<file path="config.mk">
export PLATFORM = sky130hd
export DESIGN_NAME = grp_prio_intc
export DESIGN_NICKNAME = d
export VERILOG_FILES = /design/src/rtl/pic_pkg.sv /design/src/rtl/pic_req_latch.sv /design/src/rtl/pic_gate.sv /design/src/rtl/pic_prio_enc.sv /design/src/rtl/grp_prio_intc.sv
export SDC_FILE = /design/constraint.sdc
export NUM_CORES = 1
export LEC_CHECK = 0
export BUFFER_PORTS_ARGS = -buffer_cell sky130_fd_sc_hd__clkbuf_2
export CAP_MARGIN = 10
export CELL_PAD_IN_SITES_DETAIL_PLACEMENT = 1
export CELL_PAD_IN_SITES_GLOBAL_PLACEMENT = 1
export CORE_MARGIN = 2
export CORE_UTILIZATION = 25
export CTS_BUF_LIST = sky130_fd_sc_hd__clkbuf_16
export CTS_CLUSTER_DIAMETER = 60
export DETAILED_ROUTE_END_ITERATION = 12
export PLACE_DENSITY_LB_ADDON = 0.08
export SYNTH_ARGS = -nofsm -noshare
export SYNTH_HDL_FRONTEND = slang
export SYNTH_SLANG_ARGS = --single-unit
</file>
<file path="constraint.sdc">
create_clock -name clk -period 2.9 [get_ports clk]
set_input_delay 0.58 -clock clk [delete_from_list [all_inputs] [get_ports clk]]
set_output_delay 0.58 -clock clk [all_outputs]
set_load 0.01 [all_outputs]
</file>
<file path="src/rtl/pic_pkg.sv">
package pic_pkg;
  localparam int HALF_W   = 16;
  localparam int GRP_SIZE = 4;
  localparam int MAX_LEVELS = 128;
endpackage

</file>
<file path="src/rtl/pic_req_latch.sv">
module pic_req_latch #(
  parameter int NUM_LEVELS = 128,
  localparam int LVL_W = $clog2(NUM_LEVELS)
) (
  input  logic                  clk,
  input  logic                  rst,
  input  logic [NUM_LEVELS-1:0] req_i,
  input  logic                  clr_en,
  input  logic [LVL_W-1:0]      clr_lvl,
  output logic [NUM_LEVELS-1:0] pend_q
);
  logic [NUM_LEVELS-1:0] clr_vec;

  always_comb begin
    for (int i = 0; i < NUM_LEVELS; i++)
      clr_vec[i] = clr_en && (clr_lvl == LVL_W'(i));
  end

  always_ff @(posedge clk) begin
    if (rst) pend_q <= '0;
    else     pend_q <= (pend_q & ~clr_vec) | req_i;
  end
endmodule

</file>
<file path="src/rtl/pic_gate.sv">
module pic_gate #(
  parameter int NUM_LEVELS = 128,
  parameter logic [NUM_LEVELS-1:0] NONINH_LEVELS = 'b11,
  localparam int NUM_GROUPS = NUM_LEVELS / pic_pkg::GRP_SIZE
) (
  input  logic                       clk,
  input  logic                       rst,
  input  logic                       mask_lo_we,
  input  logic                       mask_hi_we,
  input  logic [pic_pkg::HALF_W-1:0] mask_data,
  input  logic                       permit_i,
  input  logic                       inhibit_i,
  input  logic [NUM_LEVELS-1:0]      pend_q,
  output logic [NUM_LEVELS-1:0]      elig,
  output logic [NUM_GROUPS-1:0]      mask_q,
  output logic                       gen_q
);
  always_ff @(posedge clk) begin
    if (rst)            gen_q <= 1'b0;
    else if (inhibit_i) gen_q <= 1'b0;
    else if (permit_i)  gen_q <= 1'b1;
  end

  for (genvar g = 0; g < NUM_GROUPS; g++) begin : g_grp
    localparam int HALF = g / pic_pkg::HALF_W;
    localparam int BITI = g % pic_pkg::HALF_W;
    logic load;
    assign load = (HALF == 0) ? mask_lo_we : mask_hi_we;

    always_ff @(posedge clk) begin
      if (rst)       mask_q[g] <= 1'b0;
      else if (load) mask_q[g] <= mask_data[BITI];
    end

    for (genvar k = 0; k < pic_pkg::GRP_SIZE; k++) begin : g_lvl
      localparam int L = g * pic_pkg::GRP_SIZE + k;
      assign elig[L] = pend_q[L] & (NONINH_LEVELS[L] | (gen_q & mask_q[g]));
    end
  end
endmodule

</file>
<file path="src/rtl/pic_prio_enc.sv">
module pic_prio_enc #(
  parameter int NUM_LEVELS = 128,
  localparam int LVL_W = $clog2(NUM_LEVELS)
) (
  input  logic [NUM_LEVELS-1:0] elig,
  output logic                  any,
  output logic [LVL_W-1:0]      win
);
  always_comb begin
    any = 1'b0;
    win = '0;
    for (int i = NUM_LEVELS - 1; i >= 0; i--) begin
      if (elig[i]) begin
        any = 1'b1;
        win = LVL_W'(i);
      end
    end
  end
endmodule

</file>
<file path="src/rtl/grp_prio_intc.sv">
module grp_prio_intc #(
  parameter int NUM_LEVELS = 128,
  parameter int VEC_W = 16,
  parameter logic [VEC_W-1:0] VEC_BASE = 16'h0100,
  parameter logic [NUM_LEVELS-1:0] NONINH_LEVELS = 'b11,
  localparam int LVL_W = $clog2(NUM_LEVELS),
  localparam int NUM_GROUPS = NUM_LEVELS / pic_pkg::GRP_SIZE
) (
  input  logic                       clk,
  input  logic                       rst,
  input  logic [NUM_LEVELS-1:0]      req_i,
  input  logic                       mask_lo_we,
  input  logic                       mask_hi_we,
  input  logic [pic_pkg::HALF_W-1:0] mask_data,
  input  logic                       permit_i,
  input  logic                       inhibit_i,
  input  logic                       instr_done_i,
  input  logic                       instr_unint_i,
  input  logic                       ack_i,
  output logic                       vec_valid_o,
  output logic [LVL_W-1:0]           vec_level_o,
  output logic [VEC_W-1:0]           vec_addr_o
);
  logic [NUM_LEVELS-1:0] pend_q, elig;
  logic [NUM_GROUPS-1:0] mask_q;
  logic                  gen_q, hold_q, hold_eff, ack_fire, take, any;
  logic [LVL_W-1:0]      win;

  assign hold_eff = instr_done_i ? instr_unint_i : hold_q;
  assign ack_fire = vec_valid_o & ack_i;
  assign take     = ~vec_valid_o & ~hold_eff & any;

  pic_req_latch #(.NUM_LEVELS(NUM_LEVELS)) u_latch (
    .clk(clk), .rst(rst), .req_i(req_i),
    .clr_en(ack_fire), .clr_lvl(vec_level_o), .pend_q(pend_q)
  );

  pic_gate #(.NUM_LEVELS(NUM_LEVELS), .NONINH_LEVELS(NONINH_LEVELS)) u_gate (
    .clk(clk), .rst(rst), .mask_lo_we(mask_lo_we), .mask_hi_we(mask_hi_we),
    .mask_data(mask_data), .permit_i(permit_i), .inhibit_i(inhibit_i),
    .pend_q(pend_q), .elig(elig), .mask_q(mask_q), .gen_q(gen_q)
  );

  pic_prio_enc #(.NUM_LEVELS(NUM_LEVELS)) u_enc (
    .elig(elig), .any(any), .win(win)
  );

  always_ff @(posedge clk) begin
    if (rst) begin
      hold_q      <= 1'b0;
      vec_valid_o <= 1'b0;
      vec_level_o <= '0;
      vec_addr_o  <= '0;
    end else begin
      if (instr_done_i) hold_q <= instr_unint_i;
      if (ack_fire) begin
        vec_valid_o <= 1'b0;
      end else if (take) begin
        vec_valid_o <= 1'b1;
        vec_level_o <= win;
        vec_addr_o  <= VEC_BASE + VEC_W'(win);
      end
    end
  end
endmodule

</file>
==> impl_metrics.toml, run 1 <==
[global_routing]
grt_overflow = 0
grt_pass1_vias = 9479
grtUsageTotal_pct = 22.6
antenna_found_initial = 1
grt_start_max_net_pins = 124
grt_pass1_wl_microns = 59900

[setup_path]
r2r-end = "vec_level_o[2]$_SDFFE_PP0P_"
path_max_fanout = 9
cp-end-kind = "flip-flop"
arrival_ns = 3.10
start_kind = "flip-flop"
r2r-start = "u_latch.pend_q[48]$_SDFF_PP0_"
worst-r2r-cell-count = 9
path_class = "flip-flop to flip-flop"
required_ns = 3.30
r2r_setup_slack_ns = 0.20

[sta]
finClkSkew_ns = 0.00795
slew_headroom_pct = 34.2
rsz0062_at_grt = "false"
drv_slew = 0
timing.hold.ws_ns = 0.318
period_needed_ns = 2.70
worst_pin_slew_ns = 0.963
fin_ws_ns = 0.202
setup_tns_ns = 0
finalSetupViolCount = 0
clock.fmax_mhz = 371
final-hold-violation-count = 0
finalCritPeriodShare_pct = 93.0

[synth]
synth-seq-area-share_pct = 39.2
synth_top_area_cell = "dfxtp_1"
synth.top_cell.area_share_pct = 39.2
postSynthAreaPerCell_sq_um = 7.22
syn_area_sq_um = 8740
synth-seq-cells = 171
synth_area_leaders = "dfxtp_1 39%, nor2_1 11%, a21oi_1 9.5%"
synth_cell_types = 70
yosys_most_used_dff = "dfxtp_1"
synth-edff-count = 0
async_flop_share_pct = 0
ys_warn_count = 0
syn_inst = 1211

[die]
core_area_sq_um = 34500
num_rows = 68
start_util_pct = 25.4
die_width_microns = 191
die_h_microns = 191
ios = 177
dieArea_sq_um = 36500

[power_and_ir_drop]
cellPowerDensity_nw_per_um2 = 565
total_power_w = 0.00622
leakage_nw = 4.55
ir_worst_vdd_v = 0.000462

[final_layout]
nNetsFinal = 1553
num-fill-cells = 4267
diodes = 0
final_cell_mix = "267 x nor2_1, 170 x dfxtp_1, 167 x clkbuf_2, 166 x a21oi_1, 165 x nand2_1"
instances_no_fill = 1867
area_growth_pct = 25.9
mostFrequentLayoutCell = "nor2_1"
drive_gt1_share_pct = 20.0

[detailed_routing]
antenna_left = 0
detail_route.wl_per_cell_microns = 21.8
drt_wl_total_microns = 40700
via_per_inst = 4.99
vias = 9321
drt_pass1_iterations = 5
drt_iter0_markers = 481
drc = 0

[outcome]
outcome = "completed"

[placed_design]
post-place-ws_ns = 0.174
port_buffers = 168
routabilityCongestion = 0.882
dp.cells = 1836
dp_hpwl_microns = 31800

[cts]
tritoncts = "yes"
cts_root_buf = "clkbuf_16"
htreeDepth = 4
clk_transition_reported_paths_ns = 0.07
clkSinkCount = 171
worstSkewPairLatency_ns = 0.45
clockBufferDepth = 2
post_cts_buffers = 0
cts_buffers = 17

[hold_path]
worstHoldStart = "inhibit_i"
hold_path_end = "u_gate.gen_q$_SDFFE_PP0P_"
min_path_type = "primary input to flip-flop"
whs_path_depth = 2

[job]
cap_violations = 0
==> metrics by stage <==
step,util [%],area (sq um)
floorplan,-,8770
CTS,31.9,11000
detailed placement,30.1,10400
global route,31.9,11000
finish,31.9,11000
global placement,30.1,10400
==> flip-flops by register name, summed over array words and instances, names as in the netlist <==
signal          cells
u_gate.mask_q      32
vec_valid_o         1
hold_q              1
vec_addr_o          2
u_latch.pend_q    128
vec_level_o         6
u_gate.gen_q        1
==> cell usage after synthesis (all sizes together) (11+ instances only) <==
master,instances
nand3,12
o22ai,13
nor2,267
a21oi,166
nand2,166
clkbuf,37
nor3,30
nand2b,20
o21ai,60
nor2b,11
inv,38
o211ai,18
nor4,28
mux2i,33
buf,30
dfxtp,171
==> kinds of logic after synthesis <==
kind of cell | share of synthesized area (%)
AO/OA/AOI/OAI | 22.6
buffers and inverters | 5.40
flip-flops | 39.2
multiplexers | 3.78
other | 0.0429
AND/OR/NAND/NOR | 29.1
==> worst max-delay path by stage <==
stage,end,startpoint,cells after the start,slack [ns]
detailed placement,vec_level_o[1]$_SDFFE_PP0P_,u_gate.gen_q$_SDFFE_PP0P_,9,0.17
floorplan,vec_level_o[2]$_SDFFE_PP0P_,u_latch.pend_q[44]$_SDFF_PP0_,8,0.67
finish,vec_level_o[2]$_SDFFE_PP0P_,u_latch.pend_q[48]$_SDFF_PP0_,9,0.20
CTS,vec_level_o[1]$_SDFFE_PP0P_,u_gate.gen_q$_SDFFE_PP0P_,9,0.15
global route,vec_level_o[2]$_SDFFE_PP0P_,u_gate.gen_q$_SDFFE_PP0P_,10,0.004
global placement,vec_level_o[1]$_SDFFE_PP0P_,u_gate.gen_q$_SDFFE_PP0P_,9,0.22
==> cell type report <==
type / count / area [sq um] / share of cell area [%]
Multi-Input combinational cell: 942 / 4900 / 44.5
Sequential cell: 171 / 3420 / 31.1
Timing Repair Buffer: 230 / 1350 / 12.2
Tap cell: 455 / 569 / 5.17
Clock buffer: 17 / 425 / 3.86
Clock inverter: 14 / 196 / 1.78
Inverter: 38 / 143 / 1.30
==> critical path, stage by stage (launching register included) <==
cell	delay, ns
dfxtp_1	0.35
nor4_1	0.55
o22ai_1	0.18
buf_4	0.19
nor4_4	0.31
a31oi_1	0.17
or2_1	0.35
buf_4	0.21
nor3b_1	0.21
a41o_1	0.12
==> report_power, final <==
group	internal, W	switching (W)
clock	0.00144	0.00108
combinational	0.000380	0.000539
sequential	0.00252	0.000254
total	0.00435	0.00187
==> per-layer routing <==
metal / global-route usage [%] / part of all wire (%) / wire, microns / vias up
met5: 0 / 0 / 0 / -
met3: 3.73 / 4.0 / 1620 / 38
met1: 29.4 / 46 / 18700 / 4513
met4: 7.69 / 2.7 / 1100 / 0
li1: - / - / - / 4579
met2: 37.8 / 47 / 19300 / 191
==> repair_timing <==
action | in CTS | in global routing
setup endpoints to repair | 0 | 1
resized for setup | 0 | 2
hold buffers | 0 | 0
Note: power is estimated with default switching activity, not from simulation.
==> run 2: changes to the inputs <==
--- a/config.mk
+++ b/config.mk
@@ -13,8 +13,9 @@
 export CORE_UTILIZATION = 25
 export CTS_BUF_LIST = sky130_fd_sc_hd__clkbuf_16
 export CTS_CLUSTER_DIAMETER = 60
+export CTS_CLUSTER_SIZE = 25
 export DETAILED_ROUTE_END_ITERATION = 12
-export PLACE_DENSITY_LB_ADDON = 0.08
+export PLACE_DENSITY = 0.55
 export SYNTH_ARGS = -nofsm -noshare
 export SYNTH_HDL_FRONTEND = slang
 export SYNTH_SLANG_ARGS = --single-unit
==> constraint.sdc (replaced) <==
create_clock -name clk -period 2.55 [get_ports clk]
set_input_delay 0.51 -clock clk [delete_from_list [all_inputs] [get_ports clk]]
set_output_delay 0.51 -clock clk [all_outputs]
set_load 0.01 [all_outputs]
==> impl_metrics.toml, run 2 (synthesis results as in run 1) <==
[outcome]
outcome = "completed"

[die]
dieArea_sq_um = 36500
die_width_microns = 191
num_rows = 68
core_area_sq_um = 34500
ios = 177
die_h_microns = 191
start_util_pct = 25.4

[setup_path]
worst-r2r-cell-count = 9
r2r_setup_slack_ns = 0.08
r2r-end = "vec_level_o[0]$_SDFFE_PP0P_"
cp-end-kind = "flip-flop"
startpoint = "u_latch.pend_q[95]$_SDFF_PP0_"
required_ns = 2.92
path_max_fanout = 6
r2r-start = "u_latch.pend_q[95]$_SDFF_PP0_"
crit_path_end = "vec_level_o[0]$_SDFFE_PP0P_"
start_kind = "flip-flop"
path_class = "flip-flop to flip-flop"
arrival_ns = 2.84

[sta]
worst_pin_slew_ns = 0.929
period_needed_ns = 2.47
rsz0062_at_grt = "false"
fin_ws_ns = 0.0820
setup_tns_ns = 0
drv_slew = 0
slew_headroom_pct = 37.6
clock.fmax_mhz = 405
finalCritPeriodShare_pct = 96.8
final-hold-violation-count = 0
timing.hold.ws_ns = 0.263
finClkSkew_ns = 0.0114
finalSetupViolCount = 0

[global_routing]
antenna_found_initial = 1
grtUsageTotal_pct = 22.3
grt_start_max_net_pins = 108
grt_pass1_wl_microns = 59800
grt_pass1_vias = 9693
grt_overflow = 0

[detailed_routing]
drt_iter0_markers = 634
drt_pass1_iterations = 4
detail_route.wl_per_cell_microns = 20.9
drt_wl_total_microns = 40200
antenna_left = 0
m1WireLength_microns = 18300
highest_layer = "met4"
drc = 0
route.met2.wl_microns = 19300
via_per_inst = 5.02
wl_met3_microns = 1770
vias = 9641

[placed_design]
post-place-ws_ns = -0.329
port_buffers = 168
place_area_sq_um = 10700
dp_hpwl_microns = 31800
routabilityCongestion = 0.861

[cts]
worstSkewPairLatency_ns = 0.45
cts_root_buf = "clkbuf_16"
htreeDepth = 4
clockBufferDepth = 2
clk_transition_reported_paths_ns = 0.07
cts_buffers = 17
ctsHoldBuffers = 0
clkSinkCount = 171
tritoncts = "yes"

[final_layout]
multi_input_area_sq_um = 5010
diodes = 0
reg_top3 = "u_latch.pend_q x128, u_gate.mask_q x32, vec_level_o x6"
mostFrequentLayoutCell = "nor2_1"
drive_gt1_share_pct = 24.0
largest_reg_flops = 128
final_cell_mix = "267 x nor2_1, 170 x dfxtp_1, 167 x clkbuf_2, 165 x a21oi_1, 165 x nand2_1"
regMostFlops = "u_latch.pend_q"
num-fill-cells = 4314
final_area_sq_um = 11400
regArea_sq_um = 3430
area_growth_pct = 30.4
nNetsFinal = 1604

[job]
cap_violations = 0

[power_and_ir_drop]
ir_worst_vdd_v = 0.000472
leakage_nw = 4.79
total_power_w = 0.00673
cellPowerDensity_nw_per_um2 = 591

[hold_path]
min_path_type = "primary input to flip-flop"
[run 2: report_power, final]
part | internal [W] | switching, W | total (W)
clock | 0.00124 | 0.00120 | 0.00244
combinational | 0.000501 | 0.000674 | 0.00118
sequential | 0.00287 | 0.000248 | 0.00311
[run 2: final cells by class]
type                       count  area share (%)
multi-input combinational    942            44.0
sequential                   171            30.1
timing repair buffer         281            15.1
tap                          455            5.00
clock buffer                  17            3.73
inverter                      38            1.25
clock inverter                15           0.900
[run 2: routing by layer]
metal / vias to the layer above / track usage, %
met3: 40 / 4.24
met4: 0 / 6.26
met5: - / 0
li1: 4675 / -
met1: 4705 / 28.6
met2: 221 / 37.8
[run 2: what timing repair did]
| action | CTS | global route |
|---|---|---|
| pin swaps | 5 | 4 |
| buffers inserted | 4 | 2 |
| gates resized for setup | 8 | 18 |
| setup endpoints to repair | 4 | 9 |
| gates cloned | 0 | 0 |
[run 2: metrics by stage]
stage	instances	utilization (%)
after floorplan	1218	-
after global placement	1881	31.1
after detailed placement	1881	31.1
after CTS	1917	32.8
after global routing	1919	33.1
final	1919	33.1
[run 2: worst min-delay path by stage]
| stage | start | end | slack, ns | cells past startpoint |
|---|---|---|---|---|
| final | req_i[4] | u_latch.pend_q[4]$_SDFF_PP0_ | 0.26 | 3 |
| after global routing | req_i[37] | u_latch.pend_q[37]$_SDFF_PP0_ | 0.24 | 3 |
| after CTS | req_i[40] | u_latch.pend_q[40]$_SDFF_PP0_ | 0.24 | 3 |
| after detailed placement | u_gate.mask_q[3]$_SDFFE_PP0P_ | u_gate.mask_q[3]$_SDFFE_PP0P_ | 0.50 | 2 |
| after global placement | u_gate.mask_q[3]$_SDFFE_PP0P_ | u_gate.mask_q[3]$_SDFFE_PP0P_ | 0.48 | 2 |
| after floorplan | u_gate.mask_q[16]$_SDFFE_PP0P_ | u_gate.mask_q[16]$_SDFFE_PP0P_ | 0.45 | 2 |
[run 2: worst max-delay path: stages (launching register included)]
cell and delay (ns):
dfxtp_1 0.34, or4_4 0.56, nand3_2 0.13, nand2_4 0.09
nor4b_4 0.37, a31oi_2 0.16, or2_4 0.30, nor3b_4 0.19
a311oi_1 0.08, a22oi_1 0.18
